File: config.mk
export PLATFORM = sky130hd
export DESIGN_NAME = stereo_atten
export DESIGN_NICKNAME = d
export VERILOG_FILES = /design/src/rtl/stereo_atten_pkg.sv /design/src/rtl/atten_code_stage.sv /design/src/rtl/atten_gain_ramp.sv /design/src/rtl/atten_scaler.sv /design/src/rtl/stereo_atten.sv
export SDC_FILE = /design/constraint.sdc
export NUM_CORES = 1
export LEC_CHECK = 0
export ABC_AREA = 1
export BUFFER_PORTS_ARGS = -buffer_cell sky130_fd_sc_hd__buf_4
export CORE_UTILIZATION = 60
export CTS_CLUSTER_SIZE = 40
export DETAILED_ROUTE_END_ITERATION = 8
export GPL_TIMING_DRIVEN = 0
export PLACE_DENSITY = 0.84
export SETUP_SLACK_MARGIN = 0.1
export SYNTH_ARGS = -nofsm -noshare
export SYNTH_HDL_FRONTEND = slang
export SYNTH_SLANG_ARGS = --single-unit
File: constraint.sdc
create_clock -name clk -period 6.2 [get_ports clk]
set_input_delay 0.93 -clock clk [delete_from_list [all_inputs] [get_ports clk]]
set_output_delay 0.93 -clock clk [all_outputs]
set_load 0.05 [all_outputs]
File: src/rtl/stereo_atten_pkg.sv
package stereo_atten_pkg;
   localparam int unsigned NCH   = 2;
   localparam int unsigned CH_L  = 0;
   localparam int unsigned CH_R  = 1;
endpackage

File: src/rtl/atten_code_stage.sv
module atten_code_stage
   import stereo_atten_pkg::*;
#(
   parameter int unsigned CODE_W       = 8,
   parameter int unsigned DEFAULT_CODE = 255
) (
   input  logic                          clk,
   input  logic                          rst_n,
   input  logic                          smp,
   input  logic [NCH-1:0]                wr_en,
   input  logic [NCH-1:0][CODE_W-1:0]    wr_code,
   input  logic [NCH-1:0]                wr_load,
   output logic [NCH-1:0][CODE_W-1:0]    act_code
);
   localparam logic [CODE_W-1:0] DEF = CODE_W'(DEFAULT_CODE);

   logic [NCH-1:0][CODE_W-1:0] pend;
   logic                       arm_q;
   logic                       arm_new;

   assign arm_new = |(wr_en & wr_load);

   always_ff @(posedge clk) begin
      if (!rst_n) begin
         arm_q <= 1'b0;
      end else if (smp && arm_q) begin
         arm_q <= arm_new;
      end else begin
         arm_q <= arm_q | arm_new;
      end
   end

   for (genvar c = 0; c < NCH; c++) begin : g_ch
      always_ff @(posedge clk) begin
         if (!rst_n) begin
            pend[c]     <= DEF;
            act_code[c] <= DEF;
         end else begin
            if (smp && arm_q) act_code[c] <= pend[c];
            if (wr_en[c])     pend[c]     <= wr_code[c];
         end
      end
   end

   p_no_load_r3: assert property (@(posedge clk) disable iff (!rst_n)
      !(smp && arm_q) |=> $stable(act_code));

   p_load_both_r4: assert property (@(posedge clk) disable iff (!rst_n)
      (smp && arm_q) |=> act_code == $past(pend));
endmodule

File: src/rtl/atten_gain_ramp.sv
module atten_gain_ramp #(
   parameter int unsigned CODE_W = 8
) (
   input  logic              clk,
   input  logic              rst_n,
   input  logic              step,
   input  logic              mute,
   input  logic [CODE_W-1:0] target,
   output logic [CODE_W-1:0] gain
);
   logic [CODE_W-1:0] eff;
   logic              trk;
   logic [CODE_W:0]   eff_inc;

   assign eff_inc = {1'b0, eff} + (CODE_W+1)'(1);
   assign gain    = trk ? target : eff;

   always_ff @(posedge clk) begin
      if (!rst_n) begin
         eff <= '0;
         trk <= 1'b1;
      end else if (step) begin
         if (mute) begin
            eff <= (gain == '0) ? '0 : gain - 1'b1;
            trk <= 1'b0;
         end else if (!trk) begin
            if (eff_inc >= {1'b0, target}) trk <= 1'b1;
            else                           eff <= eff_inc[CODE_W-1:0];
         end
      end
   end

   p_mute_down_r6: assert property (@(posedge clk) disable iff (!rst_n)
      (step && mute && gain != '0) |=> (!trk && eff == $past(gain) - 1'b1));

   p_mute_floor_r6: assert property (@(posedge clk) disable iff (!rst_n)
      (step && mute && gain == '0) |=> (!trk && eff == '0));

   p_release_up_r7: assert property (@(posedge clk) disable iff (!rst_n)
      (step && !mute && !trk && eff_inc < {1'b0, target}) |=> eff == $past(eff) + 1'b1);

   p_idle_hold_r9: assert property (@(posedge clk) disable iff (!rst_n)
      !step |=> ($stable(eff) && $stable(trk)));
endmodule

File: src/rtl/atten_scaler.sv
module atten_scaler #(
   parameter int unsigned SAMPLE_W = 24,
   parameter int unsigned CODE_W   = 8
) (
   input  logic                       clk,
   input  logic                       rst_n,
   input  logic                       en,
   input  logic signed [SAMPLE_W-1:0] x,
   input  logic [CODE_W-1:0]          g,
   output logic signed [SAMPLE_W-1:0] y
);
   localparam int unsigned PW = SAMPLE_W + CODE_W + 1;

   logic signed [PW-1:0] prod;
   logic signed [PW-1:0] shifted;

   assign prod    = x * $signed({1'b0, g});
   assign shifted = prod >>> CODE_W;

   always_ff @(posedge clk) begin
      if (!rst_n)  y <= '0;
      else if (en) y <= shifted[SAMPLE_W-1:0];
   end

   p_zero_gain_r8: assert property (@(posedge clk) disable iff (!rst_n)
      (en && g == '0) |=> y == '0);

   p_hold_out_r9: assert property (@(posedge clk) disable iff (!rst_n)
      !en |=> $stable(y));
endmodule

File: src/rtl/stereo_atten.sv
module stereo_atten
   import stereo_atten_pkg::*;
#(
   parameter int unsigned SAMPLE_W     = 24,
   parameter int unsigned CODE_W       = 8,
   parameter int unsigned DEFAULT_CODE = 255
) (
   input  logic                clk,
   input  logic                rst_n,
   input  logic                in_valid,
   input  logic [SAMPLE_W-1:0] in_left,
   input  logic [SAMPLE_W-1:0] in_right,
   input  logic                left_wr,
   input  logic [CODE_W-1:0]   left_code,
   input  logic                left_load,
   input  logic                right_wr,
   input  logic [CODE_W-1:0]   right_code,
   input  logic                right_load,
   input  logic                link_en,
   input  logic                mute_en,
   output logic                out_valid,
   output logic [SAMPLE_W-1:0] out_left,
   output logic [SAMPLE_W-1:0] out_right
);
   if (SAMPLE_W < 2 || SAMPLE_W > 32) begin : g_bad_sample_w
      $error("stereo_atten: SAMPLE_W out of range");
   end
   if (CODE_W < 1 || CODE_W > 16) begin : g_bad_code_w
      $error("stereo_atten: CODE_W out of range");
   end
   if (DEFAULT_CODE >= (1 << CODE_W)) begin : g_bad_default
      $error("stereo_atten: DEFAULT_CODE does not fit CODE_W");
   end

   logic [NCH-1:0]                       wr_en, wr_load;
   logic [NCH-1:0][CODE_W-1:0]           wr_code, act_code, target, gain;
   logic [NCH-1:0][SAMPLE_W-1:0]         smp_in, smp_out;

   assign wr_en[CH_L]   = left_wr;
   assign wr_en[CH_R]   = right_wr;
   assign wr_load[CH_L] = left_load;
   assign wr_load[CH_R] = right_load;
   assign wr_code[CH_L] = left_code;
   assign wr_code[CH_R] = right_code;
   assign smp_in[CH_L]  = in_left;
   assign smp_in[CH_R]  = in_right;

   atten_code_stage #(.CODE_W(CODE_W), .DEFAULT_CODE(DEFAULT_CODE)) u_stage (
      .clk      (clk),
      .rst_n    (rst_n),
      .smp      (in_valid),
      .wr_en    (wr_en),
      .wr_code  (wr_code),
      .wr_load  (wr_load),
      .act_code (act_code)
   );

   for (genvar c = 0; c < NCH; c++) begin : g_ch
      if (c == CH_L) begin : g_master
         assign target[c] = act_code[c];
      end else begin : g_follow
         assign target[c] = link_en ? act_code[CH_L] : act_code[c];
      end

      atten_gain_ramp #(.CODE_W(CODE_W)) u_ramp (
         .clk    (clk),
         .rst_n  (rst_n),
         .step   (in_valid),
         .mute   (mute_en),
         .target (target[c]),
         .gain   (gain[c])
      );

      atten_scaler #(.SAMPLE_W(SAMPLE_W), .CODE_W(CODE_W)) u_scale (
         .clk   (clk),
         .rst_n (rst_n),
         .en    (in_valid),
         .x     (smp_in[c]),
         .g     (gain[c]),
         .y     (smp_out[c])
      );
   end

   always_ff @(posedge clk) begin
      if (!rst_n) out_valid <= 1'b0;
      else        out_valid <= in_valid;
   end

   assign out_left  = smp_out[CH_L];
   assign out_right = smp_out[CH_R];

   p_valid_lat_r2: assert property (@(posedge clk) disable iff (!rst_n)
      in_valid |=> out_valid);

   p_no_valid_r9: assert property (@(posedge clk) disable iff (!rst_n)
      !in_valid |=> !out_valid);

   p_link_gain_r5: assert property (@(posedge clk) disable iff (!rst_n)
      (link_en && !mute_en && in_valid && gain[CH_L] == act_code[CH_L]
       && gain[CH_R] == target[CH_R]) |-> gain[CH_R] == gain[CH_L]);
endmodule

# == Word-level counts from Yosys, hierarchy flattened ==
# Cells that the tools add are included.
# classes
mul,2
n_addsub,4
eq_ne,4
mux,18
n_bitwise,2
n_lt_le_gt_ge,2
reduce_logical,6
# op_table
operator,count
8-bit 2-to-1 mux,11
24-bit by 9-bit multiplier with 32-bit output,2
"8-bit by 1-bit adder with 9-bit output, second input constant",2
9-bit by 8-bit greater-or-equal comparator with 1-bit output,2
8-bit zero test,2
"8-bit by 1-bit subtractor with 8-bit output, second input constant",2
"2-bit inequality test, second input constant",4
1-bit 2-to-1 mux,7
3-bit AND reduction,2
2-bit AND,1
2-bit OR reduction,1
1-bit logical AND,1
1-bit bitwise OR,1
# totals
output_inout_bits,49
word_cells,50
regBits,100
in_bits,73

# == Logic depth before layout (Yosys ltp) ==
# logic_depth
depth_word,5
depth_mapped,30
ltp_nobuf,29

# == Modules after synthesis ==
# From an unflattened synthesis, not the netlist that was laid out.
# unflattened
cells_unflattened,2830
hier_area_um2,19426.1
# by_module_without_submodules
module,seq_area_each_um2,n_inst,area_per_inst_um2,cells_per_inst
atten_scaler (g_ch[1].u_scale),480.5,1,7892.6,1126
atten_scaler (g_ch[0].u_scale),480.5,1,7823.8,1118
atten_gain_ramp,180.2,2,1193.6,204
atten_code_stage,660.6,1,1189.9,149
stereo_atten,20.0,1,132.6,29

# == Worst setup path before layout ==
# No wires, ideal clock.
# synth_path
path_kind,input port to flip-flop
start,input port link_en
end,register g_ch[1].u_scale.y[13]
slack_ns,0.882
t_arrival_ns,5.260
setup_time_ns,0.058
required_time_ns,6.142
n_path_buf,2
stages,24
path_cell_list,buf_6 > nand2_2 > nand3_2 > nand2_1 > inv_2 > clkbuf_1 > nand2_1 > fa_1 > inv_1 > fa_1 > fa_1 > inv_1 > fa_1 > inv_1 > ha_1 > a21oi_1 > inv_1 > a31oi_1 > o21ai_0 > a21o_1 > or2_1 > nand3_1 > o211ai_1 > inv_1
# synth_via
elab_chain_len,3
# synth_lines
item,line_no,text
"start, declared",stereo_atten.sv:19,"input logic link_en,"
8-bit 2-to-1 mux,stereo_atten.sv:62,assign target[c] = link_en ? act_code[CH_L] : act_code[c];
8-bit 2-to-1 mux,atten_gain_ramp.sv:16,assign gain = trk ? target : eff;
24-bit by 9-bit multiplier with 32-bit output,atten_scaler.sv:17,"assign prod = x * $signed({1'b0, g});"
"end signal, assigned",atten_scaler.sv:22,else if (en) y <= shifted[SAMPLE_W-1:0];
"end, declared",atten_scaler.sv:10,output logic signed [SAMPLE_W-1:0] y
# Every way passes these cells.
# A chain may end at the register's enable or synchronous reset.

# == Worst setup path in the final report ==
# layout_path
start,input port link_en
end,register g_ch[1].u_scale.y[19]
# Same word-level chain as after synthesis.

==> metrics.txt <==
Setup-failing EPs final=0; commonest cells after routing, fill and taps aside=inv_1, nand2_1, nor2_1; Hold Crit Class=reg -> reg; full die area=around 0.03 mm^2; vias in the first global route=16.6k; worst path buffer plus inverter count=5; CP Cell Sequence=buf_4 -> buf_6 -> o21ai_1 -> nand2_1 -> nand2_2 -> buf_1 -> nor2_1 -> fa_1 -> inv_1 -> fa_1 -> fa_1 -> fa_1 -> inv_1 -> ha_1 -> nand2_1 -> o21ai_0 -> a21oi_1 -> nor3_1 -> nor3_1 -> nand3_1 -> nand2_1 -> nor2_1 -> nor2_1; Layout area overhead=9.31%; First-pass DRT Iterations=6; most used cell, CP=fa_1; IO Count=122; leading area contributor after synthesis=fa_1; Yosys reg bits=100; worst-skew pair later-pin latency=0.35 ns; DRC=0; outcome=complete, no violations; Startpoint Class=input pin; maximum number of pins on one net before global-route repair=20; Die Span Y=175 um; routed length per instance=16.7 um; Detailed Route WL=between 40000 and 50000 um; Synth Warn #=0; setup slack, reg-to-reg=~0.4 ns; clock root cell=clkbuf_16; PortBufs=117; Top FF cell, synth=dfxtp_1; placed inst area=0.0193 mm^2; RSZ-0062 raised after global routing=false; CTS tree=yes; post-synth top area share=between 30% and 40%; total CTS buffers=9; worst setup path class=in -> reg; Post-synth EDFFs=0; max incr delay on CP=0.56 ns; initial cell density of the core=61.7%; total global routing overflow=0; register area share after synthesis=11.1%; Slew HR=41.3%; commonest non-fill, non-tap cell in the layout=inv_1; initial antenna violation count=0; Worst-Margin Slew=0.875 ns; final hold viol count=0; Fmax achieved=about 170 MHz; period utilisation layout=94.5%; Unique masters post-synth=46; Routed Antenna Nets=0; clock buffer depth=2; crit end category=register; Nets=3097; # rows=62; cell area after layout=0.0196 mm^2; Ant. Diodes=0; Via Count=16.4k; Mapped Cells=2465; crit path time final=5.86 ns; Avg Cell Area, Syn=7.29 um^2; max-slew violation count=0; die width=between 150 and 200 um; Clock Sinks=100; share of layout cells above drive strength 1=7.35%; crit-path max FO=10; ys async rst share=0%; Final HPWL DP=about 43000 um; WP data arrival=6.11 ns; gr usage total=33.7%; skew final=0.00811 ns; global-route wire length before repair=81600 um; Max Cap Viol=0; Clock transition at path regs=roughly 0.080 ns; GP Congestion=0.955; H-tree depth=3; Syn Nets=between 2k and 3k; data required time of the critical path=6.45 ns; slowest CP cell=fa_1; First DRT Iteration DRCs=1499; Area contributors post-synth=fa_1, inv_1, dfxtp_1; Top delay family on crit path=adder cells; Synth Cell Area=0.0180 mm^2; CORE AREA=0.0291 mm^2; average vias per placed instance=5.52
-- timing repair --
item / 4_1_cts / 5_1_grt
gates resized for setup: 0 / 31
endpoints found under the setup margin: 0 / 20
hold buffers: 0 / 0
buffers inserted: 0 / 0
-- registers in the layout (all words and copies together) (netlist names) --
signal            count
g_ch.u_scale.y       48
g_ch.u_ramp.eff      16
u_stage.act_code     16
u_stage.pend         16
g_ch.u_ramp.trk       2
out_valid             1
u_stage.arm_q         1
-- stage by stage --
step | hold WS [ns] | setup WS (ns) | cells | TNS, ns | util [%]
finish | 0.465 | 0.339 | 2981 | 0 | 67.5
global placement | 0.444 | -0.179 | 2966 | -0.782 | 66.4
global route | 0.489 | 0.121 | 2981 | 0 | 67.5
detailed placement | 0.445 | -0.179 | 2966 | -1.05 | 66.4
floorplan | 0.429 | 0.882 | 2465 | 0 | -
CTS | 0.465 | 0.156 | 2982 | 0 | 67.4
-- worst min-delay path: stages, from the launching register on --
cell and delay [ns]:
dfxtp_1 0.33, nand2_1 0.05, nand3_1 0.05
-- cells in the mapped netlist, types with 3 or more instances --
library cell  count
nand4_1          12
nand2_1         466
a21boi_0          5
o21ai_1          11
nand3_2           3
fa_1            294
a21o_1            4
o21bai_1          7
nor3_1           16
o21ai_2           8
nor4_1            6
o21ai_0          88
ha_1            138
a21oi_1         122
o21a_1            8
nand2_2          11
buf_1             4
buf_6             3
a211oi_1          5
inv_2             8
o22ai_1          10
o211ai_1         11
a31oi_1           9
clkbuf_1         56
nand3_1          85
nor2_1          359
dfxtp_1         100
xor2_1           27
xnor2_1          24
inv_1           544
-- cell families (layout without fill, tap and decap cells) --
| family | after synthesis | after routing | share of synthesized area (%) |
|---|---|---|---|
| AOI/OAI and AO/OA | 294 | 294 | 9.20 |
| xor gates and xnor gates | 51 | 51 | 2.49 |
| buffers and inverters | 620 | 752 | 13.1 |
| adders and majority gates | 432 | 432 | 42.4 |
| and+or+nand+nor | 968 | 968 | 21.7 |
| DFF | 100 | 100 | 11.1 |
-- routing by layer --
metal / routed length, um / track usage [%] / vias up / part of all wire, %
li1: - / - / 7697 / -
met1: 21200 / 46.9 / 7979 / 43
met2: 23200 / 55.8 / 702 / 47
met3: 4210 / 4.53 / 71 / 8.5
met4: 1100 / 8.30 / 0 / 2.2
met5: 0 / 0 / - / 0
-- worst paths after layout --
kind / start / to / cells past startpoint
hold / removal: u_stage.pend[15]$_SDFFE_PN1P_ / u_stage.act_code[15]$_SDFFE_PN1P_ / 2
setup reg to reg: g_ch[0].u_ramp.eff[0]$_SDFFE_PN0P_ / g_ch[0].u_scale.y[13]$_SDFFE_PN0P_ / 22
hold reg to reg: u_stage.pend[15]$_SDFFE_PN1P_ / u_stage.act_code[15]$_SDFFE_PN1P_ / 2
setup / recovery: link_en / g_ch[1].u_scale.y[19]$_SDFFE_PN0P_ / 23
-- layout make-up --
type                    count  area (um^2)
repair buffers            117          878
multi-input cells        1745        13600
inverters                 554         2080
clock inverters             7         66.3
plain buffers              65          293
clock buffers               9          225
well taps                 384          480
flip-flops and latches    100         2000
fillers                  2588         9460
Power is left out: the tool's default activity adds up to more than one toggle a clock period on the data nets, which glitch-free logic cannot reach.
